--- config.mk ---
export PLATFORM = sky130hd
export DESIGN_NAME = branch_resolver
export DESIGN_NICKNAME = d
export VERILOG_FILES = /design/src/rtl/branch_resolver.sv
export SDC_FILE = /design/constraint.sdc
export NUM_CORES = 1
export LEC_CHECK = 0
export ABC_CLOCK_PERIOD_IN_PS = 800
export BUFFER_PORTS_ARGS = -buffer_cell sky130_fd_sc_hd__buf_2
export CAP_MARGIN = 10
export CORE_MARGIN = 4
export CORE_UTILIZATION = 25
export CTS_CLUSTER_DIAMETER = 60
export DETAILED_ROUTE_END_ITERATION = 6
export REMOVE_ABC_BUFFERS = 1
export SLEW_MARGIN = 5
export SYNTH_ARGS = -nofsm -noshare
export SYNTH_HDL_FRONTEND = slang
export SYNTH_SLANG_ARGS = --single-unit
export TNS_END_PERCENT = 100
--- constraint.sdc ---
create_clock -name clk -period 0.8 [get_ports clk]
set_clock_uncertainty 0.05 [all_clocks]
set_input_delay 0.16 -clock clk [delete_from_list [all_inputs] [get_ports clk]]
set_output_delay 0.16 -clock clk [all_outputs]
set_load 0.005 [all_outputs]
--- src/rtl/branch_resolver.sv ---
module branch_resolver #(
  parameter bit REG_OUT = 1'b1
) (
  input  logic        clk,
  input  logic        rst_n,
  input  logic [15:0] instr_i,
  input  logic [15:0] pc_next_i,
  input  logic        flag_v_i,
  input  logic        flag_n_i,
  input  logic        flag_z_i,
  input  logic        flag_c_i,
  output logic        taken_o,
  output logic [15:0] target_o,
  output logic        link_we_o,
  output logic [15:0] link_o
);
  localparam int W       = 16;
  localparam int LONG_W  = 13;
  localparam int SHORT_W = 10;

  logic          is_link, is_cond, cond_ok;
  logic [W-1:0]  ofs_long, ofs_short, ofs_bytes;
  logic          n_taken;
  logic [W-1:0]  n_target, n_link;

  assign is_link = instr_i[15:13] == 3'b000;
  assign is_cond = instr_i[15:13] == 3'b001;

  assign ofs_long  = {{(W-LONG_W-1){instr_i[LONG_W-1]}}, instr_i[LONG_W-1:0], 1'b0};
  assign ofs_short = {{(W-SHORT_W-1){instr_i[SHORT_W-1]}}, instr_i[SHORT_W-1:0], 1'b0};
  assign ofs_bytes = is_link ? ofs_long : ofs_short;

  always_comb begin
    unique case (instr_i[12:10])
      3'd0:    cond_ok = flag_z_i;
      3'd1:    cond_ok = !flag_z_i;
      3'd2:    cond_ok = flag_c_i;
      3'd3:    cond_ok = !flag_c_i;
      3'd4:    cond_ok = flag_n_i;
      3'd5:    cond_ok = flag_n_i == flag_v_i;
      3'd6:    cond_ok = flag_n_i != flag_v_i;
      default: cond_ok = 1'b1;
    endcase
  end

  assign n_taken  = is_link | (is_cond & cond_ok);
  assign n_target = n_taken ? pc_next_i + ofs_bytes : pc_next_i;
  assign n_link   = is_link ? pc_next_i : '0;

  generate
    if (REG_OUT) begin : g_reg
      always_ff @(posedge clk or negedge rst_n) begin
        if (!rst_n) begin
          taken_o   <= 1'b0;
          target_o  <= '0;
          link_we_o <= 1'b0;
          link_o    <= '0;
        end else begin
          taken_o   <= n_taken;
          target_o  <= n_target;
          link_we_o <= is_link;
          link_o    <= n_link;
        end
      end

      logic live_q;
      always_ff @(posedge clk or negedge rst_n) begin
        if (!rst_n) live_q <= 1'b0;
        else        live_q <= 1'b1;
      end

      a_r1_link_taken: assert property (@(posedge clk) disable iff (!rst_n)
        link_we_o |-> taken_o);
      a_r1_link_prefix: assert property (@(posedge clk) disable iff (!rst_n)
        (live_q && link_we_o) |-> $past(instr_i[15:13]) == 3'b000);
      a_r2_link_value: assert property (@(posedge clk) disable iff (!rst_n)
        (live_q && link_we_o) |-> link_o == $past(pc_next_i));
      a_r4_parity: assert property (@(posedge clk) disable iff (!rst_n)
        live_q |-> target_o[0] == $past(pc_next_i[0]));
      a_r5_signed_ge: assert property (@(posedge clk) disable iff (!rst_n)
        (live_q && $past(instr_i[15:10]) == 6'b001101)
          |-> taken_o == ($past(flag_n_i) == $past(flag_v_i)));
      a_r6_not_taken: assert property (@(posedge clk) disable iff (!rst_n)
        (live_q && !taken_o) |-> (target_o == $past(pc_next_i) && !link_we_o));
      a_r9_reset_clear: assert property (@(posedge clk)
        !rst_n |-> (!taken_o && !link_we_o && target_o == '0));
    end else begin : g_comb
      assign taken_o   = n_taken;
      assign target_o  = n_target;
      assign link_we_o = is_link;
      assign link_o    = n_link;
    end
  endgenerate
endmodule

==> metrics.sh <==
SYNTH_LARGEST_AREA_CELL='sky130_fd_sc_hd__dfrtp_1'
VIOLATIONS='setup timing'
SYNTHESIS.INSTANCES=184
CRIT_REQUIRED_NS=0.92
MOST-COMMON-LAYOUT-CELLS='62 x sky130_fd_sc_hd__buf_2, 34 x sky130_fd_sc_hd__dfrtp_1, 31 x sky130_fd_sc_hd__buf_4'
WL_PER_CELL_UM=14.2
GRT.BUSIEST_LAYER='met2'
FINALCRITICALPERIOD_NS=1.86
DRC_ERRORS=0
CTS_ROOT_BUFFER='sky130_fd_sc_hd__clkbuf_8'
CLK_PIN_SLEW_NS=0.08
GRT_UTIL_MET1_PCT=14.7
FILLER_CELL_COUNT=694
POST-ROUTE-UTIL_PCT=46.5
ANTENNA_CELLS=0
TIMING.FINAL.CRIT_SHARE_PCT=233
DRT-INITIAL-DRC-COUNT=26
SETUP_VIOL=58
UNREPAIRED_SETUP_ENDPOINTS_AFTER_GLOBAL_ROUTING='true'
NUM_VIAS=1806
IOPINCOUNT=72
GLOBAL_ROUTE.USAGE.MET3_PCT=3.21
MAX_CLOCK_FREQ_MHz=536
SYNTH.YOSYS.SEQ_AREA_SHARE_PCT=43.7
CLOCK_TREE.BUFFER_DEPTH=2
DIE_X_UM=96.2
SYNTH.FF_LATCH_COUNT=34
TOTAL_LEAKAGE_POWER_nW=1.67
STDCELL_COUNT=409
DIEAREA_UM2=9260
CELL_COUNT_POST_PLACEMENT=383
SYNTHESIS.AREA_PER_INSTANCE_UM2=10.6
LAYOUT.CELLS.MOST_COMMON='sky130_fd_sc_hd__buf_2'
TRITONCTS='yes'
GRT_PASS1_WL_MM=8.67
NUMBER_OF_HOLD_VIOLATIONS_IN_THE_FINAL_REPORT=0
GP_CONGESTION=0.803
ANTENNA_VIOLATING_NETS_POST_ROUTE=0
STDCELL_AREA_UM2=3440
YS.WARNINGS.COUNT=0
MAXIMUM_NUMBER_OF_PINS_ON_ONE_NET_BEFORE_GLOBAL_ROUTE_REPAIR=35
SYNTHTOPCELLSBYAREA='sky130_fd_sc_hd__dfrtp_1 44%, sky130_fd_sc_hd__ha_1 10%, sky130_fd_sc_hd__mux2_2 6.4%, sky130_fd_sc_hd__and2_1 5.1%, sky130_fd_sc_hd__xnor2_1 3.1%'
SYN-CELL-AREA_UM2=1950
CORE.ROWCOUNT=31
CTS_HTREE_LEVELS=2
DIE_HEIGHT_UM=96.2
ANTENNA_FOUND_INITIAL=1
FINISH.NET_COUNT=364
POWER_DENSITY_nW_PER_UM2=1500
USE_MET2_PCT=20.9
DPL_CELL_AREA_UM2=2670
POSTROUTEWIRELENGTH_MM=5.80
MIN_PATH_TYPE='in -> reg'
MAX_CAP_VIOLATIONS=0
CRITPATHKIND='in -> reg'
SYNTH_TOP_AREA_SHARE_PCT=43.7
MAX-VDD-IR-DROP_mV=0.577
CRITICAL_PATH.MAX_FANOUT=2
START_UTIL_PCT=26.3
SLEW-LIMIT-HEADROOM_PCT=78.0
FLOORPLAN_CORE_AREA_UM2=7410
POST_SYNTH_EDFFS=0
SYNTHTOLAYOUTAREAGROWTH_PCT=76.9
OVERFLOW=0
OUTCOME='finished, violations left'
GRTUSAGETOTAL_PCT=12.3
POST_SYNTHESIS_ASYNC_SET_OR_RESET_FLOP_SHARE_PCT=100
CTS_SINKS=34
FRACTION_OF_LAYOUT_CELLS_WITH_A_SIZE_SUFFIX_ABOVE_1_PCT=61.9
VIAS_IN_THE_FIRST_GLOBAL_ROUTE=1822
FINAL.SETUP.TNS_NS=-19.32
FINALHOLDWORSTSLACK_NS=0.0398
DETAIL_ROUTE.VIAS_PER_CELL=4.42
POST-ROUTE-WORST-SETUP-SLACK_NS=-1.06
PLACE.PORT_BUFFERS=71
NETLIST-CELL-TYPE-COUNT=36
TIMING.FINAL.MAX_SLEW_VIOLATIONS=0
SYNTH-MAIN-FF-CELL='sky130_fd_sc_hd__dfrtp_1'
POST-DP-HPWL_MM=4.03
TRANSITION_TIME_AT_THE_PIN_WITH_THE_LEAST_SLEW_MARGIN_NS=0.329
TRITONCTS.NUM_BUFFERS=5
STARTPOINT_TYPE='primary input'
DETAIL_ROUTE.FIRST_PASS.ITERATIONS=7
WORST-ENDPOINT-ARRIVAL_NS=1.98
CRITICAL_PATH.ENDPOINT_TYPE='register'
[cells by family after synthesis]
family                     count (synthesis)  synth area share (%)
buffers and inverters                     10                  2.31
xor gates and xnor gates                  11                  4.95
AOI/OAI and AO/OA                         45                  15.9
muxes                                     14                  7.91
adders and majority gates                 17                  11.3
DFF                                       34                  43.7
and+or+nand+nor                           53                  13.9
[area by class of cell]
type	instances	area, µm²	share of cell area, %
Tap cell	99	124	3.60
Sequential cell	34	851	24.7
Multi-Input combinational cell	140	1450	42.0
Timing Repair Buffer	121	887	25.8
Clock buffer	8	110	3.20
Inverter	7	26.3	0.763
[sequential cells by signal, summed over array words and instances (netlist names)]
register and count:
link_o 16, target_o 16, link_we_o 1, taken_o 1
[power by group]
part	total [W]	internal (W)	switching [W]	leakage, nW
registers	0.00185	0.00183	0.0000242	0.433
clock network	0.00153	0.000870	0.000662	0.0575
logic	0.00177	0.000986	0.000784	1.18
total	0.00515	0.00368	0.00147	1.67
[cells in the mapped netlist, types with 2 or more instances]
cell and number:
sky130_fd_sc_hd__a211oi_1 3, sky130_fd_sc_hd__a21o_1 7, sky130_fd_sc_hd__a21oi_1 12, sky130_fd_sc_hd__and2_1 16, sky130_fd_sc_hd__clkbuf_1 2, sky130_fd_sc_hd__dfrtp_1 34, sky130_fd_sc_hd__ha_1 16, sky130_fd_sc_hd__inv_1 7
sky130_fd_sc_hd__mux2_2 11, sky130_fd_sc_hd__mux2i_1 3, sky130_fd_sc_hd__nand2_1 9, sky130_fd_sc_hd__nand2b_1 3, sky130_fd_sc_hd__nand3_1 3, sky130_fd_sc_hd__nor2_1 13, sky130_fd_sc_hd__nor2b_1 4, sky130_fd_sc_hd__nor3_1 2
sky130_fd_sc_hd__o21ai_0 9, sky130_fd_sc_hd__o31a_1 2, sky130_fd_sc_hd__o31ai_1 2, sky130_fd_sc_hd__xnor2_1 7, sky130_fd_sc_hd__xor2_1 4
[critical path, stage by stage]
cell	delay [ns]
sky130_fd_sc_hd__buf_6	0.08
sky130_fd_sc_hd__ha_4	0.14
sky130_fd_sc_hd__inv_2	0.04
sky130_fd_sc_hd__fa_2	0.40
sky130_fd_sc_hd__nor2b_2	0.16
sky130_fd_sc_hd__o31a_1	0.24
sky130_fd_sc_hd__buf_6	0.14
sky130_fd_sc_hd__o21ai_2	0.04
sky130_fd_sc_hd__nand2b_1	0.10
sky130_fd_sc_hd__a31oi_2	0.11
sky130_fd_sc_hd__xnor2_1	0.13
sky130_fd_sc_hd__mux2_4	0.25
[layer usage]
layer  vias up  part of all wire [%]
li1        897                     -
met1       848                    42
met2        49                    49
met3        10                   6.4
met4         2                   1.8
met5         -                  0.22
[worst paths after layout]
check / slack (ns) / from / endpoint / cells past startpoint
worst max-delay path: -1.06 / instr_i[0] / target_o[9] / 12
worst min-delay path: 0.04 / pc_next_i[3] / link_o[3] / 2
max in group asynchronous: 0.20 / rst_n / link_o[0] / 3
min in group asynchronous: 0.32 / rst_n / target_o[12] / 3
[metrics by stage]
stage / total power, W / worst slack [ns]
CTS: 0.00493 / -1.05
global placement: 0.00309 / -1.48
floorplan: 0.00253 / -2.05
finish: 0.00515 / -1.06
detailed placement: 0.00311 / -1.53
global route: 0.00544 / -1.18
[what timing repair did]
action / CTS / global route
resized for setup: 76 / 46
buffers inserted: 9 / 8
pin swaps: 26 / 21
hold endpoints to repair: 35 / 0
hold buffers: 2 / 0
setup endpoints to repair: 57 / 58
(Power assumes the default switching activity.)
